[src/rtl/i2c_cmd_pkg.sv]
package i2c_cmd_pkg;
  // register byte offsets
  localparam logic [7:0] OFS_CTRL = 8'h00;
  localparam logic [7:0] OFS_CMD  = 8'h04;
  localparam logic [7:0] OFS_ICR  = 8'h08;
  localparam logic [7:0] OFS_STAT = 8'h0C;
  localparam logic [7:0] OFS_SCLH = 8'h10;
  localparam logic [7:0] OFS_SCLL = 8'h14;
  localparam logic [7:0] OFS_TX   = 8'h18;
  localparam logic [7:0] OFS_RX   = 8'h1C;

  // control bits
  localparam int CB_EN  = 8;
  localparam int CB_GIE = 7;

  // command bits
  localparam int CM_STOP  = 0;
  localparam int CM_WRITE = 1;
  localparam int CM_READ  = 2;
  localparam int CM_START = 3;
  localparam int CM_NACK  = 4;
  localparam int NCMD     = 5;

  // flag positions (status, clear and unmask share them)
  localparam int FL_OVER  = 0;
  localparam int FL_ARB   = 1;
  localparam int FL_ACK   = 2;
  localparam int FL_RECV  = 3;
  localparam int FL_SEND  = 4;
  localparam int FL_END   = 5;
  localparam int FL_START = 6;
  localparam int NFLAG    = 7;

  typedef enum logic [3:0] {
    E_IDLE, E_RS_PRE, E_ST_A, E_ST_B, E_BIT_LO, E_BIT_HI,
    E_SP_LO, E_SP_HI, E_SP_END
  } eng_state_t;
endpackage

[src/rtl/i2c_cmd_engine.sv]
module i2c_cmd_engine
  import i2c_cmd_pkg::*;
#(
  parameter int CNT_W = 16
) (
  input  logic             clk,
  input  logic             rst_n,
  input  logic             en,
  input  logic             go,
  input  logic [NCMD-1:0]  cmd,
  input  logic [7:0]       tx_byte,
  input  logic [CNT_W-1:0] hi_cnt,
  input  logic [CNT_W-1:0] lo_cnt,
  input  logic             sda_i,
  output logic             scl_oe,
  output logic             sda_oe,
  output logic             busy,
  output logic [NFLAG-1:0] flag_set,
  output logic [7:0]       rx_byte,
  output logic             rx_load
);
  localparam int PW = CNT_W + 1;

  eng_state_t      state_q, state_d;
  logic [PW-1:0]   cnt_q, cnt_d, term;
  logic [3:0]      bit_q, bit_d;
  logic [NCMD-1:0] cmd_q, cmd_d;
  logic [7:0]      sh_q, sh_d;
  logic            hold_q, hold_d;
  logic            busy_q, busy_d;
  logic            sda_last_q;
  logic            ph_end, lo_phase, xfer, finish, bit_drv;

  assign lo_phase = (state_q == E_RS_PRE) || (state_q == E_BIT_LO) || (state_q == E_SP_LO);
  assign term     = lo_phase ? {lo_cnt, 1'b1} : {hi_cnt, 1'b1};
  assign ph_end   = (cnt_q >= term);
  assign xfer     = cmd_q[CM_WRITE] | cmd_q[CM_READ];

  // level the master puts on SDA during the current bit
  always_comb begin
    if (cmd_q[CM_WRITE]) bit_drv = (bit_q < 4'd8) ? ~sh_q[7] : 1'b0;
    else                 bit_drv = (bit_q < 4'd8) ? 1'b0 : ~cmd_q[CM_NACK];
  end

  // next state
  always_comb begin
    state_d  = state_q;
    cnt_d    = cnt_q + 1'b1;
    bit_d    = bit_q;
    cmd_d    = cmd_q;
    sh_d     = sh_q;
    hold_d   = hold_q;
    busy_d   = busy_q;
    flag_set = '0;
    rx_load  = 1'b0;
    finish   = 1'b0;
    if (state_q == E_IDLE || ph_end) cnt_d = '0;
    if (!en) begin
      state_d = E_IDLE;
      cnt_d   = '0;
      hold_d  = 1'b0;
      busy_d  = 1'b0;
    end else begin
      case (state_q)
        E_IDLE: if (go) begin
          cmd_d = cmd;
          sh_d  = tx_byte;
          bit_d = '0;
          if (cmd[CM_START])                      state_d = hold_q ? E_RS_PRE : E_ST_A;
          else if (cmd[CM_WRITE] || cmd[CM_READ]) state_d = E_BIT_LO;
          else                                    state_d = E_SP_LO;
        end
        E_RS_PRE: if (ph_end) state_d = E_ST_A;
        E_ST_A:   if (ph_end) state_d = E_ST_B;
        E_ST_B: if (ph_end) begin
          busy_d             = 1'b1;
          hold_d             = 1'b1;
          flag_set[FL_START] = 1'b1;
          if (xfer)                 state_d = E_BIT_LO;
          else if (cmd_q[CM_STOP])  state_d = E_SP_LO;
          else                      finish  = 1'b1;
        end
        E_BIT_LO: if (ph_end) state_d = E_BIT_HI;
        E_BIT_HI: if (ph_end) begin
          if (bit_q < 4'd8) begin
            if (cmd_q[CM_WRITE] && sh_q[7] && !sda_i) begin
              state_d          = E_IDLE;
              hold_d           = 1'b0;
              busy_d           = 1'b0;
              flag_set[FL_ARB] = 1'b1;
              flag_set[FL_OVER]= 1'b1;
            end else begin
              sh_d    = {sh_q[6:0], sda_i};
              bit_d   = bit_q + 1'b1;
              state_d = E_BIT_LO;
            end
          end else begin
            hold_d = 1'b1;
            if (cmd_q[CM_WRITE]) begin
              flag_set[FL_SEND] = 1'b1;
              flag_set[FL_ACK]  = sda_i;
            end else begin
              flag_set[FL_RECV] = 1'b1;
              rx_load           = 1'b1;
            end
            if (cmd_q[CM_STOP]) state_d = E_SP_LO;
            else                finish  = 1'b1;
          end
        end
        E_SP_LO: if (ph_end) state_d = E_SP_HI;
        E_SP_HI: if (ph_end) state_d = E_SP_END;
        E_SP_END: if (ph_end) begin
          busy_d           = 1'b0;
          hold_d           = 1'b0;
          flag_set[FL_END] = 1'b1;
          finish           = 1'b1;
        end
        default: state_d = E_IDLE;
      endcase
      if (finish) begin
        state_d           = E_IDLE;
        flag_set[FL_OVER] = 1'b1;
      end
    end
  end

  // line drive
  always_comb begin
    case (state_q)
      E_RS_PRE: begin scl_oe = 1'b1; sda_oe = 1'b0;    end
      E_ST_A:   begin scl_oe = 1'b0; sda_oe = 1'b0;    end
      E_ST_B:   begin scl_oe = 1'b0; sda_oe = 1'b1;    end
      E_BIT_LO: begin scl_oe = 1'b1; sda_oe = bit_drv; end
      E_BIT_HI: begin scl_oe = 1'b0; sda_oe = bit_drv; end
      E_SP_LO:  begin scl_oe = 1'b1; sda_oe = 1'b1;    end
      E_SP_HI:  begin scl_oe = 1'b0; sda_oe = 1'b1;    end
      E_SP_END: begin scl_oe = 1'b0; sda_oe = 1'b0;    end
      default:  begin scl_oe = hold_q; sda_oe = hold_q & sda_last_q; end
    endcase
  end

  assign busy    = busy_q;
  assign rx_byte = sh_q;

  always_ff @(posedge clk or negedge rst_n) begin
    if (!rst_n) begin
      state_q    <= E_IDLE;
      cnt_q      <= '0;
      bit_q      <= '0;
      cmd_q      <= '0;
      sh_q       <= '0;
      hold_q     <= 1'b0;
      busy_q     <= 1'b0;
      sda_last_q <= 1'b0;
    end else begin
      state_q    <= state_d;
      cnt_q      <= cnt_d;
      bit_q      <= bit_d;
      cmd_q      <= cmd_d;
      sh_q       <= sh_d;
      hold_q     <= hold_d;
      busy_q     <= busy_d;
      sda_last_q <= sda_oe;
    end
  end

  // a cleared enable leaves both lines released on the next cycle
  p_abort_release_r11: assert property (@(posedge clk) disable iff (!rst_n)
    !en |=> (!scl_oe && !sda_oe));

  // SDA holds while SCL is released inside a bit
  p_hi_stable_r3: assert property (@(posedge clk) disable iff (!rst_n)
    (en && state_q == E_BIT_HI && $past(state_q) == E_BIT_HI) |-> $stable(sda_oe));

  // a new command is only handed over to an idle engine
  p_go_idle_r10: assert property (@(posedge clk) disable iff (!rst_n)
    go |-> (state_q == E_IDLE));
endmodule

[src/rtl/i2c_cmd_regs.sv]
module i2c_cmd_regs
  import i2c_cmd_pkg::*;
#(
  parameter int AW      = 5,
  parameter int CNT_W   = 16,
  parameter int DEF_CNT = 124
) (
  input  logic             clk,
  input  logic             rst_n,
  input  logic             bus_sel,
  input  logic             bus_wr,
  input  logic [AW-1:0]    bus_addr,
  input  logic [31:0]      bus_wdata,
  output logic [31:0]      bus_rdata,
  output logic             irq,
  output logic             core_en,
  output logic [CNT_W-1:0] hi_cnt,
  output logic [CNT_W-1:0] lo_cnt,
  output logic [7:0]       tx_byte,
  output logic             go,
  output logic [NCMD-1:0]  cmd,
  input  logic [NFLAG-1:0] flag_set,
  input  logic [7:0]       rx_byte,
  input  logic             rx_load,
  input  logic             busy
);
  localparam int CW = CB_EN + 1;

  logic [CW-1:0]    ctrl_q, ctrl_d;
  logic [NCMD-1:0]  cmd_q, cmd_d;
  logic [NFLAG-1:0] flags_q, flags_d;
  logic [CNT_W-1:0] hi_q, hi_d, lo_q, lo_d;
  logic [7:0]       tx_q, tx_d, rx_q, rx_d;
  logic             wr, wr_ctrl, wr_cmd, wr_icr, wr_sclh, wr_scll, wr_tx;
  logic             unused_bits;

  assign unused_bits = ^{bus_sel, bus_wdata};

  assign wr      = bus_sel & bus_wr;
  assign wr_ctrl = wr && (bus_addr == OFS_CTRL[AW-1:0]);
  assign wr_cmd  = wr && (bus_addr == OFS_CMD[AW-1:0]);
  assign wr_icr  = wr && (bus_addr == OFS_ICR[AW-1:0]);
  assign wr_sclh = wr && (bus_addr == OFS_SCLH[AW-1:0]);
  assign wr_scll = wr && (bus_addr == OFS_SCLL[AW-1:0]);
  assign wr_tx   = wr && (bus_addr == OFS_TX[AW-1:0]);

  assign go = wr_cmd && ctrl_q[CB_EN] && (cmd_q == '0) && (|bus_wdata[CM_START:CM_STOP]);

  always_comb begin
    ctrl_d = wr_ctrl ? bus_wdata[CW-1:0]    : ctrl_q;
    hi_d   = wr_sclh ? bus_wdata[CNT_W-1:0] : hi_q;
    lo_d   = wr_scll ? bus_wdata[CNT_W-1:0] : lo_q;
    tx_d   = wr_tx   ? bus_wdata[7:0]       : tx_q;
    rx_d   = rx_load ? rx_byte              : rx_q;
    if (!ctrl_q[CB_EN] || flag_set[FL_OVER]) cmd_d = '0;
    else if (go)                             cmd_d = bus_wdata[NCMD-1:0];
    else                                     cmd_d = cmd_q;
  end

  // per-flag write-one-to-clear, with a new event taking precedence
  for (genvar k = 0; k < NFLAG; k++) begin : g_flag
    assign flags_d[k] = flag_set[k] | (flags_q[k] & ~(wr_icr & bus_wdata[k]));

    // a written 1 clears the flag when no new event arrives
    p_w1c_r8: assert property (@(posedge clk) disable iff (!rst_n)
      (wr_icr && bus_wdata[k] && !flag_set[k]) |=> !flags_q[k]);
  end

  always_ff @(posedge clk or negedge rst_n) begin
    if (!rst_n) begin
      ctrl_q  <= '0;
      cmd_q   <= '0;
      flags_q <= '0;
      hi_q    <= CNT_W'(DEF_CNT);
      lo_q    <= CNT_W'(DEF_CNT);
      tx_q    <= '0;
      rx_q    <= '0;
    end else begin
      ctrl_q  <= ctrl_d;
      cmd_q   <= cmd_d;
      flags_q <= flags_d;
      hi_q    <= hi_d;
      lo_q    <= lo_d;
      tx_q    <= tx_d;
      rx_q    <= rx_d;
    end
  end

  always_comb begin
    bus_rdata = '0;
    case (bus_addr)
      OFS_CTRL[AW-1:0]: bus_rdata = 32'(ctrl_q);
      OFS_CMD[AW-1:0]:  bus_rdata = 32'(cmd_q);
      OFS_STAT[AW-1:0]: bus_rdata = 32'({busy, flags_q});
      OFS_SCLH[AW-1:0]: bus_rdata = 32'(hi_q);
      OFS_SCLL[AW-1:0]: bus_rdata = 32'(lo_q);
      OFS_TX[AW-1:0]:   bus_rdata = 32'(tx_q);
      OFS_RX[AW-1:0]:   bus_rdata = 32'(rx_q);
      default:          bus_rdata = '0;
    endcase
  end

  assign irq     = ctrl_q[CB_EN] & ctrl_q[CB_GIE] & (|(flags_q & ctrl_q[NFLAG-1:0]));
  assign core_en = ctrl_q[CB_EN];
  assign hi_cnt  = hi_q;
  assign lo_cnt  = lo_q;
  assign tx_byte = tx_q;
  assign cmd     = bus_wdata[NCMD-1:0];

  // the command register empties once operation-over is raised
  p_cmd_clear_r10: assert property (@(posedge clk) disable iff (!rst_n)
    flag_set[FL_OVER] |=> (cmd_q == '0));
endmodule

[src/rtl/i2c_cmd_master.sv]
module i2c_cmd_master
  import i2c_cmd_pkg::*;
#(
  parameter int AW      = 5,
  parameter int CNT_W   = 16,
  parameter int DEF_CNT = 124
) (
  input  logic          clk,
  input  logic          rst_n,
  input  logic          bus_sel,
  input  logic          bus_wr,
  input  logic [AW-1:0] bus_addr,
  input  logic [31:0]   bus_wdata,
  output logic [31:0]   bus_rdata,
  output logic          irq,
  input  logic          sda_i,
  output logic          scl_oe,
  output logic          sda_oe
);
  logic [1:0]       rs_q;
  logic             rst_n_s;
  logic             core_en, go, rx_load, busy;
  logic [CNT_W-1:0] hi_cnt, lo_cnt;
  logic [7:0]       tx_byte, rx_byte;
  logic [NCMD-1:0]  cmd;
  logic [NFLAG-1:0] flag_set;

  // asynchronous assertion, synchronous release
  always_ff @(posedge clk or negedge rst_n) begin
    if (!rst_n) rs_q <= 2'b00;
    else        rs_q <= {rs_q[0], 1'b1};
  end
  assign rst_n_s = rs_q[1];

  i2c_cmd_regs #(.AW(AW), .CNT_W(CNT_W), .DEF_CNT(DEF_CNT)) u_regs (
    .clk(clk), .rst_n(rst_n_s),
    .bus_sel(bus_sel), .bus_wr(bus_wr), .bus_addr(bus_addr),
    .bus_wdata(bus_wdata), .bus_rdata(bus_rdata), .irq(irq),
    .core_en(core_en), .hi_cnt(hi_cnt), .lo_cnt(lo_cnt),
    .tx_byte(tx_byte), .go(go), .cmd(cmd),
    .flag_set(flag_set), .rx_byte(rx_byte), .rx_load(rx_load), .busy(busy)
  );

  i2c_cmd_engine #(.CNT_W(CNT_W)) u_engine (
    .clk(clk), .rst_n(rst_n_s),
    .en(core_en), .go(go), .cmd(cmd), .tx_byte(tx_byte),
    .hi_cnt(hi_cnt), .lo_cnt(lo_cnt), .sda_i(sda_i),
    .scl_oe(scl_oe), .sda_oe(sda_oe), .busy(busy),
    .flag_set(flag_set), .rx_byte(rx_byte), .rx_load(rx_load)
  );
endmodule

[config.mk]
export PLATFORM = sky130hd
export DESIGN_NAME = i2c_cmd_master
export DESIGN_NICKNAME = d
export VERILOG_FILES = /design/src/rtl/i2c_cmd_pkg.sv /design/src/rtl/i2c_cmd_engine.sv /design/src/rtl/i2c_cmd_regs.sv /design/src/rtl/i2c_cmd_master.sv
export SDC_FILE = /design/constraint.sdc
export NUM_CORES = 1
export LEC_CHECK = 0
export BUFFER_PORTS_ARGS = -buffer_cell sky130_fd_sc_hd__buf_2
export CORE_MARGIN = 2
export CORE_UTILIZATION = 30
export DETAILED_ROUTE_END_ITERATION = 6
export PLACE_DENSITY = 0.45
export SLEW_MARGIN = 10
export SYNTH_ARGS = -nofsm -noshare
export SYNTH_HDL_FRONTEND = slang
export SYNTH_HIERARCHICAL = 1
export SYNTH_SLANG_ARGS = --single-unit
[constraint.sdc]
create_clock -name clk -period 8 [get_ports clk]
set_clock_uncertainty 0.05 [all_clocks]
set_input_delay 1.2 -clock clk [delete_from_list [all_inputs] [get_ports clk]]
set_output_delay 1.2 -clock clk [all_outputs]
set_load 0.05 [all_outputs]
* After elaboration in Yosys (flattened, before gate mapping)
Index checks and enable logic that the tools add are counted. W data, S select, Z words.
Word-level totals: flip-flop bits (word level) 112, bits in latches 0, bits in writable memories 0, ROM bits 0, output and inout port bits 35, word-level logic and storage cells 200, memories 0
Operators by class: add/sub/neg operators 2, multipliers 0, div/mod/pow operators 0, magnitude comparators 2, equality and inequality tests 35, shift-type cells 0, multiplexer cells 74, bitwise logic cells 36, reductions and logical operators 35
Operators by type and width (count):
- $pmux W16 S7 | 1
- $mux W4 | 18
- $mux W17 | 3
- $ne A4 B4 Y1 const B | 10
- $pmux W4 S9 | 1
- $mux W8 | 4
- $mux W1 | 29
- $eq A5 B5 Y1 const B | 4
- $mux W5 | 4
- $and A1 B1 Y1 | 18
- $ne A3 B3 Y1 const B | 6
- $add A17 B1 Y17 const B | 1
- $ge A17 B17 Y1 | 1
- $eq A4 B3 Y1 const B | 4
- $pmux W8 S2 | 1
- $pmux W1 S3 | 4
- $reduce_and A6 Y1 | 2
- $logic_and A1 B1 Y1 | 11
- $eq A5 B4 Y1 const B | 2
- $logic_not A5 Y1 | 2
- $not A1 Y1 | 9
- $reduce_and A9 Y1 | 1
- $reduce_or A3 Y1 | 3
- $eq A4 B2 Y1 const B | 2
- 24 further kinds | 43

* Depth between registers and ports, before layout
depth after elaboration 12, depth in mapped cells 15

* Cells and area by module
Netlist, hierarchy kept.
By module, submodules not included:
- i2c_cmd_regs | times used 1, cells an instance 271, area each 3463.3 sq um, seq. area each 1739.2 sq um
- i2c_cmd_engine | times used 1, cells an instance 314, area each 2855.2 sq um, seq. area each 1001.0 sq um
- i2c_cmd_master | times used 1, cells an instance 3, area each 53.8 sq um, seq. area each 50.0 sq um

* Least setup slack after synthesis
Ideal clock, no wire load.
path type in2out, from input bus_addr[4], to output bus_rdata[0], arrival 2.907 ns, data required time 6.750 ns, setup slack 3.843 ns, cell stages on the path 4, buffers on the path 2, cell sequence buf_2 > buf_1 > a22oi_1 > o21ai_0
On the way: longest elaborated chain between the ends 2
Ends and longest elaborated chain:
- start, declared | RTL line i2c_cmd_master.sv:12 | input logic [AW-1:0] bus_addr,
- $eq A5 B5 Y1 (tied with other cells) | RTL line i2c_cmd_regs.sv:91 | case (bus_addr)
- $pmux W16 S7 * | RTL line i2c_cmd_regs.sv:91
- end, declared | RTL line i2c_cmd_master.sv:14 | output logic [31:0] bus_rdata,
Mark *: on every way between the ends. The rest lies on a longest branch, timed or not.

* Worst setup path after layout
from input bus_addr[4], to output bus_rdata[4]
Same word-level chain as after synthesis.

==> results.py <==
metrics = {
    "yosys": {
        "synth_fa_ha_area_share_pct": 3.53,
        "synth_top_cell_by_area": "dfrtp_1",
        "synth-xor-area-share_pct": 2.20,
        "synth_common_cells": "101 x dfrtp_1, 55 x mux2_2, 51 x nor2_1",
        "synth-seq-cells": 111,
        "yosysMostFrequentCell": "dfrtp_1",
        "synth_compound_area_share_pct": 11.8,
        "synth_top_area_share_pct": 39.7,
        "ys_warn_count": 6,
        "synth_area_per_cell_sq_um": 10.8,
        "synth_edf_count": 0,
        "muxShareOfSynthArea_pct": 17.8,
        "ys.flop_type": "dfrtp_1",
        "yosys.cell_types.count": 73,
        "synth_area_sq_um": 6370,
        "synth_top_family_by_area": "multiplexers",
        "synth-async-reset-ratio_pct": 100,
        "syn_inst": 588,
        "synthSimpleGateAreaFrac_pct": 14.6,
        "yosysSeqAreaShare_pct": 43.8,
        "synthTopCellsByArea": "dfrtp_1 40%, mux2_2 9.7%, mux2i_1 5.2%, dfstp_2 4.1%, ha_1 3.5%",
    },
    "routing": {
        "dr.pass1.iters": 5,
        "wl_um": 15900,
        "drc": 0,
        "wl_per_cell_um": 17.8,
        "num_vias": 4569,
        "wl_met3_um": 623,
        "wl_met2_um": 7440,
        "wirelength_met1_um": 7540,
        "ant_nets": 0,
        "dr.first_iter.drc_count": 263,
        "viasPerCell": 5.12,
        "highest_layer": "met4",
    },
    "cells_and_area": {
        "fin_nets": 673,
        "multi_input_area_sq_um": 3250,
        "diodes": 0,
        "fillCellCount": 2150,
        "drive_gt1_share_pct": 25.1,
        "syn2layout_area_growth_pct": 9.97,
        "ff_latch_area_sq_um": 2790,
    },
    "power": {
        "swShare_pct": 30.2,
        "p_sw_mw": 0.414,
        "power_density_nw_per_um2": 195,
        "combPwrFrac_pct": 16.6,
        "p_leak_nw": 3.14,
        "max-vdd-ir-drop_uv": 101,
        "clock_power_share_pct": 35.4,
        "p_int_mw": 0.955,
        "power_mw": 1.37,
        "seqPwrFrac_pct": 48.0,
    },
    "clock_network": {
        "clock_path_buffers": 2,
        "postCtsSetupRepairBufs": 0,
        "cts-htree-levels": 3,
        "cts_hold_buf": 0,
        "cts_resized": 0,
        "clk_pin_slew_worst_paths_ns": 0.08,
        "cts_buffers": 9,
        "cts-root-buf": "clkbuf_16",
        "cts.sinks": 111,
        "clock_latency_ns": 0.35,
        "cts_tree": "built",
    },
    "timing": {
        "rsz0062_at_grt": "no",
        "final.period_utilization_pct": 54.2,
        "period_minus_slack_ns": 4.34,
        "maxSlewViolCount": 0,
        "tightest_slew_ns": 1.08,
        "hold_viol_final": 0,
        "max_freq_mhz": 231,
        "hold_ws_ns": 0.209,
        "setup_violations": 0,
        "relSlewSlack_pct": 27.8,
        "tns_ns": 0,
        "fin_ws_ns": 3.66,
    },
    "floorplanning": {
        "start_util_pct": 30.4,
        "boundaryPins": 77,
        "core_area_sq_um": 21000,
        "die_y_um": 150,
        "dieWidth_um": 150,
        "dieArea_sq_um": 22400,
        "rows": 53,
    },
    "worst_setup_path": {
        "worstPathRequired_ns": 6.75,
        "ff2ff_setup_slack_ns": 3.87,
        "ff2ff_path_depth": 13,
        "timing.rr.start": "u_engine/state_q[0]",
        "arrival_ns": 3.09,
        "critPathMaxFanout": 22,
        "path_class": "in2out",
        "rr_endpoint": "u_regs/rx_q[6]",
        "cp-start-kind": "input pin",
        "cp-end-kind": "output pin",
    },
    "run_status": {
        "outcome": "finished clean",
    },
    "global_route": {
        "grt-ovfl-total": 0,
        "grt_first_pass_wirelength_um": 25900,
        "grt_max_degree": 80,
        "grt_pass1_vias": 4640,
        "antenna_found_initial": 0,
        "grt.total_usage_pct": 14.9,
    },
    "place": {
        "gp_congestion": 0.848,
        "portBuffers": 44,
        "dp_hpwl_um": 11500,
        "dp_slack_ns": 3.66,
    },
    "min_path": {
        "worstHoldPathType": "reg2async",
    },
    "run": {
        "cap_violations": 0,
    },
}
cells by family (layout without fill, tap and decap cells):
kind of cell / count (synthesis) / after routing
simple gates: 172 / 172
flops: 111 / 111
compound gates: 106 / 106
mux: 101 / 101
buf+inv: 62 / 77
fa+ha+maj: 18 / 18
xor+xnor: 16 / 16
other cells: 2 / 17
power groups by stage:
stage,sequential [mW],combinational (mW),clock (mW)
floorplan,0.644,0.196,0
global placement,0.668,0.227,0
detailed placement,0.668,0.229,0
CTS,0.658,0.231,0.506
global route,0.665,0.251,0.527
finish,0.657,0.227,0.485
per-stage QoR:
step	util [%]	cell area, sq um	std cells
2_1_floorplan	-	6430	603
3_3_place_gp	31.9	6680	877
3_5_place_dp	31.9	6680	877
4_1_cts	33.4	7010	893
5_1_grt	33.4	7010	893
6_report	33.4	7010	893
how the worst max path moves through the flow:
stage / from / end / slack (ns) / depth (start not counted)
final: bus_addr[4] / bus_rdata[4] / 3.66 / 6
after global routing: bus_addr[4] / bus_rdata[4] / 3.53 / 6
after CTS: bus_addr[4] / bus_rdata[4] / 3.66 / 6
after global placement: bus_addr[4] / bus_rdata[4] / 3.66 / 6
after detailed placement: bus_addr[4] / bus_rdata[4] / 3.66 / 6
after floorplan: bus_addr[4] / bus_rdata[0] / 3.84 / 4
sequential cells by signal, summed over array words and instances, names as in the netlist:
name,flops
u_regs/ctrl_q,9
u_engine/busy,1
u_engine/cnt_q,17
u_engine/cmd_q,4
u_engine/bit_q,4
u_regs/rx_q,8
u_engine/rx_byte,8
u_engine/sda_last_q,1
u_engine/hold_q,1
u_regs/cmd_q,5
u_engine/state_q,4
u_regs/lo_cnt,16
u_regs/flags_q,7
u_regs/tx_byte,8
u_regs/hi_cnt,16
rs_q,2
layout by cell type, fill, tap and decap left out, types with 5 or more instances in the layout:
cell       netlist  routed
a22o_1           8       8
mux2i_1         33      33
dfstp_2         10      10
xor2_1          10      10
a221oi_1         5       5
dfrtp_1        101     100
mux2_4          10      10
mux2_2          55      55
o21ai_1         13      13
o21ai_0         13      13
inv_1           13      13
a21o_1           8       8
conb_1           2      17
xnor2_1          6       6
clkbuf_16        0       9
nand2_1         40      40
and3_1           7       7
nand4_1          5       5
buf_2            6      44
a21oi_1         20      20
nor3_1          12      12
ha_1            18      18
nand3_1         15      15
nor2_1          51      50
nand2b_1         8       8
a22oi_1          9       9
worst max-delay path, cell delays in order:
cell	delay (ns)
buf_2	0.41
or2b_4	0.37
nor2_4	0.42
a221oi_1	0.18
o21ai_0	0.17
buf_2	0.33
routing by layer:
layer	global-route usage, %	up-vias
met3	2.62	27
met1	20.8	2289
met4	4.67	0
li1	-	2154
met5	0	-
met2	23.5	99
area by class of cell:
class | count | area share, %
flip-flops and latches | 111 | 39.9
inverters | 13 | 0.696
well taps | 275 | 4.91
clock inverters | 7 | 1.43
multi-input cells | 430 | 46.3
repair buffers | 48 | 3.57
clock buffers | 9 | 3.21
Power figures use the tool's default switching activity.
